## config.mk

```make
export PLATFORM = sky130hd
export DESIGN_NAME = interval_counter
export DESIGN_NICKNAME = d
export VERILOG_FILES = /design/src/rtl/ivc_pkg.sv /design/src/rtl/ivc_loader.sv /design/src/rtl/ivc_core.sv /design/src/rtl/interval_counter.sv
export SDC_FILE = /design/constraint.sdc
export NUM_CORES = 1
export LEC_CHECK = 0
export BUFFER_PORTS_ARGS = -buffer_cell sky130_fd_sc_hd__buf_2
export CAP_MARGIN = 15
export CORE_MARGIN = 2
export CORE_UTILIZATION = 55
export DETAILED_ROUTE_END_ITERATION = 8
export PLACE_DENSITY = 0.72
export SYNTH_ARGS = -nofsm -noshare
export SYNTH_HDL_FRONTEND = slang
export SYNTH_SLANG_ARGS = --single-unit
```

## constraint.sdc

```tcl
create_clock -name clk -period 5.3 [get_ports clk]
set_input_delay 0.53 -clock clk [delete_from_list [all_inputs] [get_ports clk]]
set_output_delay 0.53 -clock clk [all_outputs]
set_load 0.02 [all_outputs]
```

## src/rtl/ivc_pkg.sv

```systemverilog
package ivc_pkg;

  typedef enum logic [2:0] {
    M_TC      = 3'd0,
    M_ONESHOT = 3'd1,
    M_RATE    = 3'd2,
    M_SQUARE  = 3'd3,
    M_SWSTB   = 3'd4,
    M_HWSTB   = 3'd5
  } mode_e;

  typedef enum logic [1:0] {
    F_LATCH = 2'd0,
    F_LO    = 2'd1,
    F_HI    = 2'd2,
    F_LOHI  = 2'd3
  } fmt_e;

  localparam logic [1:0] ADDR_CTL = 2'b11;
  localparam logic [1:0] ADDR_CH0 = 2'b00;

  // codes 6 and 7 alias onto the periodic modes
  function automatic mode_e decode_mode(input logic [2:0] code);
    if (code[1]) return mode_e'({1'b0, code[1:0]});
    return mode_e'(code);
  endfunction

endpackage

```

## src/rtl/ivc_loader.sv

```systemverilog
module ivc_loader
  import ivc_pkg::*;
#(
  parameter int BUS_W = 8,
  localparam int CNT_W = 2 * BUS_W
) (
  input  logic             clk,
  input  logic             rst_n,
  input  logic             wr_en,
  input  logic [1:0]       addr,
  input  logic [BUS_W-1:0] wdata,
  output logic             ctl_wr,
  output mode_e            ctl_mode,
  output mode_e            mode_q,
  output logic             load_now,
  output logic [CNT_W-1:0] load_val
);

  fmt_e             fmt_q;
  logic             hi_next;
  logic [BUS_W-1:0] lo_hold;
  logic             data_wr;

  assign ctl_wr  = wr_en && (addr == ADDR_CTL) && (wdata[7:6] == 2'b00)
                   && (wdata[5:4] != 2'b00) && !wdata[0];
  assign ctl_mode = decode_mode(wdata[3:1]);
  assign data_wr  = wr_en && (addr == ADDR_CH0);

  always_comb begin
    load_now = 1'b0;
    load_val = '0;
    if (data_wr) begin
      unique case (fmt_q)
        F_LO:    begin load_now = 1'b1; load_val = {{BUS_W{1'b0}}, wdata}; end
        F_HI:    begin load_now = 1'b1; load_val = {wdata, {BUS_W{1'b0}}}; end
        F_LOHI:  begin load_now = hi_next; load_val = {wdata, lo_hold}; end
        default: begin load_now = 1'b0; load_val = '0; end
      endcase
    end
  end

  always_ff @(posedge clk) begin
    if (!rst_n) begin
      fmt_q   <= F_LO;
      mode_q  <= M_TC;
      hi_next <= 1'b0;
      lo_hold <= '0;
    end else if (ctl_wr) begin
      fmt_q   <= fmt_e'(wdata[5:4]);
      mode_q  <= ctl_mode;
      hi_next <= 1'b0;
    end else if (data_wr && fmt_q == F_LOHI) begin
      hi_next <= !hi_next;
      if (!hi_next) lo_hold <= wdata;
    end
  end

endmodule

```

## src/rtl/ivc_core.sv

```systemverilog
module ivc_core
  import ivc_pkg::*;
#(
  parameter int CNT_W = 16
) (
  input  logic             clk,
  input  logic             rst_n,
  input  logic             gate,
  input  logic             ctl_wr,
  input  mode_e            ctl_mode,
  input  mode_e            mode_q,
  input  logic             load_now,
  input  logic [CNT_W-1:0] load_val,
  output logic             out_q,
  output logic             gate_rise
);

  logic [CNT_W-1:0] cnt, reload, sq_next;
  logic             run, armed, gate_q;

  // zero stands for the full range 2**CNT_W
  function automatic logic [CNT_W:0] widen(input logic [CNT_W-1:0] v);
    return {(v == '0), v};
  endfunction

  // square wave: high while the remaining count exceeds half the period
  function automatic logic sq_high(input logic [CNT_W-1:0] c,
                                   input logic [CNT_W-1:0] n);
    return widen(c) > (widen(n) >> 1);
  endfunction

  assign gate_rise = gate && !gate_q;
  assign sq_next   = (cnt == CNT_W'(1)) ? reload : cnt - 1'b1;

  always_ff @(posedge clk) begin
    if (!rst_n) begin
      cnt    <= '0;
      reload <= '0;
      run    <= 1'b0;
      armed  <= 1'b0;
      out_q  <= 1'b1;
      gate_q <= 1'b0;
    end else begin
      gate_q <= gate;
      if (ctl_wr) begin
        run   <= 1'b0;
        armed <= 1'b0;
        out_q <= (ctl_mode != M_TC);
      end else if (load_now) begin
        reload <= load_val;
        armed  <= 1'b1;
        unique case (mode_q)
          M_TC:              begin cnt <= load_val; run <= 1'b1; out_q <= 1'b0; end
          M_ONESHOT, M_HWSTB: begin run <= 1'b0; out_q <= 1'b1; end
          default:           begin cnt <= load_val; run <= 1'b1; out_q <= 1'b1; end
        endcase
      end else begin
        unique case (mode_q)
          M_TC: begin
            if (run && gate) begin
              cnt <= cnt - 1'b1;
              if (cnt == CNT_W'(1)) begin out_q <= 1'b1; run <= 1'b0; end
            end
          end
          M_ONESHOT: begin
            if (gate_rise && armed) begin
              cnt <= reload; run <= 1'b1; out_q <= 1'b0;
            end else if (run) begin
              cnt <= cnt - 1'b1;
              if (cnt == CNT_W'(1)) begin out_q <= 1'b1; run <= 1'b0; end
            end
          end
          M_RATE: begin
            if (!gate) out_q <= 1'b1;
            else if (gate_rise && run) begin cnt <= reload; out_q <= 1'b1; end
            else if (run) begin
              if (cnt == CNT_W'(1)) begin cnt <= reload; out_q <= 1'b1; end
              else begin cnt <= cnt - 1'b1; out_q <= (cnt != CNT_W'(2)); end
            end
          end
          M_SQUARE: begin
            if (!gate) out_q <= 1'b1;
            else if (gate_rise && run) begin cnt <= reload; out_q <= 1'b1; end
            else if (run) begin cnt <= sq_next; out_q <= sq_high(sq_next, reload); end
          end
          M_SWSTB: begin
            if (!out_q) out_q <= 1'b1;
            else if (run && gate) begin
              cnt <= cnt - 1'b1;
              if (cnt == CNT_W'(1)) begin out_q <= 1'b0; run <= 1'b0; end
            end
          end
          default: begin
            if (gate_rise && armed) begin cnt <= reload; run <= 1'b1; out_q <= 1'b1; end
            else if (!out_q) out_q <= 1'b1;
            else if (run) begin
              cnt <= cnt - 1'b1;
              if (cnt == CNT_W'(1)) begin out_q <= 1'b0; run <= 1'b0; end
            end
          end
        endcase
      end
    end
  end

endmodule

```

## src/rtl/interval_counter.sv

```systemverilog
module interval_counter
  import ivc_pkg::*;
#(
  parameter int BUS_W = 8
) (
  input  logic             clk,
  input  logic             rst_n,
  input  logic             wr_en,
  input  logic [1:0]       addr,
  input  logic [BUS_W-1:0] wdata,
  input  logic             gate,
  output logic             tmr_out
);

  localparam int CNT_W = 2 * BUS_W;

  logic             ctl_wr;
  mode_e            ctl_mode;
  mode_e            mode_q;
  logic             load_now;
  logic [CNT_W-1:0] load_val;
  logic             gate_rise;

  ivc_loader #(.BUS_W(BUS_W)) u_loader (
    .clk      (clk),
    .rst_n    (rst_n),
    .wr_en    (wr_en),
    .addr     (addr),
    .wdata    (wdata),
    .ctl_wr   (ctl_wr),
    .ctl_mode (ctl_mode),
    .mode_q   (mode_q),
    .load_now (load_now),
    .load_val (load_val)
  );

  ivc_core #(.CNT_W(CNT_W)) u_core (
    .clk       (clk),
    .rst_n     (rst_n),
    .gate      (gate),
    .ctl_wr    (ctl_wr),
    .ctl_mode  (ctl_mode),
    .mode_q    (mode_q),
    .load_now  (load_now),
    .load_val  (load_val),
    .out_q     (tmr_out),
    .gate_rise (gate_rise)
  );

endmodule

```

==> flow_summary.rst <==
.. list-table::
   :header-rows: 1

   * - Metric
     - Value
   * - Power Density
     - 256 nW/um2
   * - Worst clock skew on the final layout
     - slightly below 0.01 ns
   * - Number of remaining DRC errors
     - 0
   * - Async SR Flop Fraction
     - 0%
   * - Largest fanout on the critical path
     - 18
   * - Status
     - complete, no violations
   * - Total internal power
     - between 0.6 and 0.7 mW
   * - Final slew viol count
     - 0
   * - Area overhead of the layout relative to synthesis
     - 5.32%
   * - H-tree lvl count
     - 2
   * - Maximum number of pins on one net before global-route repair
     - 53
   * - Total Negative Setup Slacks
     - 0 ns
   * - Wire length per cell after detailed routing
     - 18.6 um
   * - Sum of routed wire length over all layers
     - 10.9 mm
   * - Max-cap violation count
     - 0
   * - Placer congestion estimate
     - slightly below 1
   * - Effective utilization at floorplan
     - 57.1%
   * - Path class of the lowest-slack min-delay path
     - reg2reg
   * - Overall track demand over capacity in global routing
     - 29.3%
   * - Yosys warning count
     - 0
   * - TritonCTS Buffers
     - 5
   * - Achievable clock frequency
     - 287 MHz
   * - Clock latency of the later-clocked register in the worst-skew pair
     - about 0.30 ns
   * - Element type at the critical path start
     - flip-flop
   * - Vias
     - 3699
   * - Number of iterations in the first detailed-routing pass
     - 5
   * - Total of cells resized after clock tree synthesis
     - 0
   * - Switching power as a share of total power
     - roughly a third
   * - Sequential cell fraction of total power
     - 39.2%
   * - Clock-pin slew of the registers on the worst-case setup and hold paths
     - 0.10 ns
   * - Initial detailed-routing violation count
     - about 380
   * - Worst Max-Slew Pin Slew
     - 0.864 ns
   * - Combined area of all synthesized cells
     - 3880 um2
   * - Power share of the combinational group
     - 34.8%
   * - Die Footprint
     - roughly 7700 um2
   * - Number of antenna repair diodes
     - 0
   * - Post-synthesis instance total
     - slightly below 500
   * - Worst-case clock buffer depth
     - 2
   * - Peak supply drop
     - around 0.21 mV
   * - Share of layout cells above drive strength 1
     - 10.2%
   * - Via count of the first global-routing pass
     - 3279
   * - Final Core Density
     - 60.2%
   * - Clock root buffer
     - sky130_fd_sc_hd__clkbuf_8
   * - CP Class
     - reg2reg
   * - Fin. Hold Viols
     - 0
   * - Portion of the post-synthesis area used by sequential elements
     - 25.8%
   * - Number of flops mapped to enable cells by yosys
     - 0
   * - Boundary Pins
     - 15
   * - Relative slew slack
     - 42.4%
   * - Number of buffers inserted by port buffering
     - 14
   * - Net load switching power
     - around 0.36 mW
   * - Overall overflow remaining after global route
     - 0
   * - Clock share of power
     - between 20% and 30%
   * - Number of sinks on the clock net
     - 50
   * - Floorplan row count
     - 30
   * - Number of buffers inserted for hold repair after clock tree synthesis
     - 0
   * - Initial antenna violation count
     - 0
   * - Number of synthesized register bits
     - 50
   * - Worst Setup End Kind
     - flip-flop
   * - Setup violators final
     - 0
   * - Mean instance size in the synthesized netlist
     - 7.81 um2
   * - Data arrival time of the critical path
     - about 3.7 ns
   * - Required time of the critical path
     - 5.49 ns
   * - Total Nets Final
     - around 530
   * - Final period utilization
     - roughly 66%
   * - Core area
     - a little under 7000 um2
   * - Height of the die
     - just under 90 um
   * - Number of nets with antenna violations after routing
     - 0
   * - Shortest clock period the worst path allows after layout
     - 3.48 ns
   * - Per-cell via count in the routed design
     - 6.31
   * - Count of cell types in the netlist
     - 68
   * - Post-synthesis net count
     - 534
   * - Placed wire-length estimate
     - 8.28 mm
   * - Unrepaired setup endpoints after global routing
     - no
   * - TritonCTS clock tree
     - yes
   * - Primary flip-flop cell chosen by synthesis mapping
     - sky130_fd_sc_hd__dfxtp_1
   * - Static leakage
     - 1.48 nW
   * - Buffers inserted during post-CTS setup optimization
     - 0
   * - Global-route wire length before repair
     - 17.4 mm
   * - Die width
     - between 80 and 90 um
cells in the final DEF (no fill, tap or decap), types with 4 or more instances in the layout:
master | Yosys | routed
sky130_fd_sc_hd__nand2_1 | 51 | 51
sky130_fd_sc_hd__dfxtp_1 | 50 | 50
sky130_fd_sc_hd__a21oi_1 | 37 | 37
sky130_fd_sc_hd__nor2_1 | 30 | 30
sky130_fd_sc_hd__o21ai_0 | 28 | 28
sky130_fd_sc_hd__inv_1 | 24 | 24
sky130_fd_sc_hd__ha_1 | 23 | 23
sky130_fd_sc_hd__nand3_1 | 17 | 17
sky130_fd_sc_hd__nor2b_1 | 14 | 14
sky130_fd_sc_hd__buf_2 | 5 | 14
sky130_fd_sc_hd__mux2i_1 | 13 | 13
sky130_fd_sc_hd__or3_1 | 10 | 10
sky130_fd_sc_hd__a21boi_1 | 10 | 10
sky130_fd_sc_hd__nand4_1 | 9 | 9
sky130_fd_sc_hd__nor4_1 | 10 | 9
sky130_fd_sc_hd__o211ai_1 | 9 | 9
sky130_fd_sc_hd__nor3_1 | 9 | 8
sky130_fd_sc_hd__a21boi_0 | 8 | 8
sky130_fd_sc_hd__xnor2_1 | 7 | 7
sky130_fd_sc_hd__nand2b_1 | 6 | 6
sky130_fd_sc_hd__a221oi_1 | 6 | 6
sky130_fd_sc_hd__a221o_1 | 6 | 6
sky130_fd_sc_hd__a31oi_1 | 5 | 5
sky130_fd_sc_hd__a211oi_1 | 5 | 5
sky130_fd_sc_hd__o211a_1 | 5 | 5
sky130_fd_sc_hd__clkbuf_8 | 0 | 5
sky130_fd_sc_hd__xor2_1 | 4 | 4
sky130_fd_sc_hd__o22ai_1 | 4 | 4
sky130_fd_sc_hd__a21o_1 | 4 | 4
sky130_fd_sc_hd__nor3b_1 | 5 | 4
worst max-delay path: stages (launching register included):
cell and delay (ns):
sky130_fd_sc_hd__dfxtp_1 0.46, sky130_fd_sc_hd__ha_1 0.22, sky130_fd_sc_hd__nor3b_1 0.29, sky130_fd_sc_hd__nand4_2 0.46
sky130_fd_sc_hd__mux2i_1 0.43, sky130_fd_sc_hd__inv_1 0.08, sky130_fd_sc_hd__ha_1 0.31, sky130_fd_sc_hd__a211oi_1 0.25
sky130_fd_sc_hd__o221ai_1 0.16, sky130_fd_sc_hd__a211oi_1 0.25, sky130_fd_sc_hd__a31oi_1 0.13, sky130_fd_sc_hd__nor3_1 0.23
sky130_fd_sc_hd__a211oi_2 0.09
cell usage after synthesis, drive strengths merged (3+ instances only):
library cell | count | area share [%]
a211oi | 6 | 1.3
a21boi | 18 | 3.5
a21o | 4 | 0.77
a21oi | 39 | 5.2
a221o | 6 | 1.5
a221oi | 6 | 1.4
a31oi | 5 | 0.81
and2 | 3 | 0.48
buf | 9 | 1.4
clkbuf | 24 | 2.4
dfxtp | 50 | 26
ha | 23 | 7.4
inv | 24 | 2.3
mux2i | 13 | 3.4
nand2 | 52 | 5.1
nand2b | 6 | 0.97
nand3 | 17 | 2.2
nand3b | 3 | 0.58
nand4 | 11 | 2.1
nor2 | 30 | 2.9
nor2b | 14 | 2.3
nor3 | 9 | 1.2
nor3b | 5 | 0.97
nor4 | 13 | 3.0
o2111a | 3 | 0.87
o211a | 5 | 1.3
o211ai | 9 | 1.7
o21ai | 30 | 3.9
o22ai | 4 | 0.64
o31ai | 3 | 0.58
or2 | 3 | 0.55
or3 | 10 | 1.6
or3b | 3 | 0.81
or4 | 5 | 1.2
xnor2 | 7 | 1.6
xor2 | 4 | 0.90
power by group through the flow:
stage,registers (mW),clock network (mW),logic [mW]
2_1_floorplan,0.410,0,0.279
3_3_place_gp,0.417,0,0.356
3_5_place_dp,0.418,0,0.360
4_1_cts,0.409,0.279,0.362
5_1_grt,0.411,0.288,0.408
6_report,0.410,0.272,0.365
logic make-up (layout without fill, tap and decap cells):
logic type | count (synthesis) | in the layout | share of synthesized area (%)
compound gates | 153 | 153 | 27.5
xor+xnor | 11 | 11 | 2.48
fa+ha+maj | 23 | 23 | 7.41
buf+inv | 57 | 50 | 6.09
flops | 50 | 50 | 25.8
mux | 15 | 15 | 3.93
simple gates | 188 | 188 | 26.8
path summary, 6_finish.rpt:
check / startpoint / end / slack, ns / cells after the start
max: u_core.cnt[0]$_SDFFE_PN0P_ / u_core.out_q$_SDFFE_PN1P_ / 1.82 / 12
min: u_core.armed$_SDFFE_PP0P_ / u_core.armed$_SDFFE_PP0P_ / 0.52 / 2
max reg2reg: u_core.cnt[0]$_SDFFE_PN0P_ / u_core.out_q$_SDFFE_PN1P_ / 1.82 / 12
min reg2reg: u_core.armed$_SDFFE_PP0P_ / u_core.armed$_SDFFE_PP0P_ / 0.52 / 2
area by class of cell:
cell class / count / area, um2
clock buffers: 6 / 72.6
clock inverters: 2 / 37.5
fillers: 627 / 2710
inverters: 24 / 90.1
multi-input cells: 390 / 2670
flip-flops and latches: 50 / 1000
well taps: 96 / 120
repair buffers: 18 / 100
metrics by stage:
stage	cell area [um2]	cells	setup slack [ns]	total power [mW]	hold slack [ns]
CTS	4080	585	1.84	1.05	0.515
finish	4090	586	1.82	1.05	0.517
global route	4090	586	1.51	1.11	0.545
global placement	3970	577	2.00	0.773	0.481
floorplan	3880	497	2.40	0.689	0.456
detailed placement	3970	577	1.87	0.778	0.497
flip-flops by register name, summed over array words and instances, names as in the netlist, 2 cells and up:
signal and count:
u_loader.mode_q 3, u_core.cnt 16, u_core.reload 16, u_loader.fmt_q 2
u_loader.lo_hold 8
per-layer routing:
| layer | track usage [%] | share of wire, % |
|---|---|---|
| met1 | 44.3 | 48 |
| met3 | 3.39 | 5.7 |
| met2 | 43.7 | 45 |
| met4 | 8.53 | 1.7 |
| met5 | 0 | 0 |
Note: power is estimated with default switching activity, not from simulation.
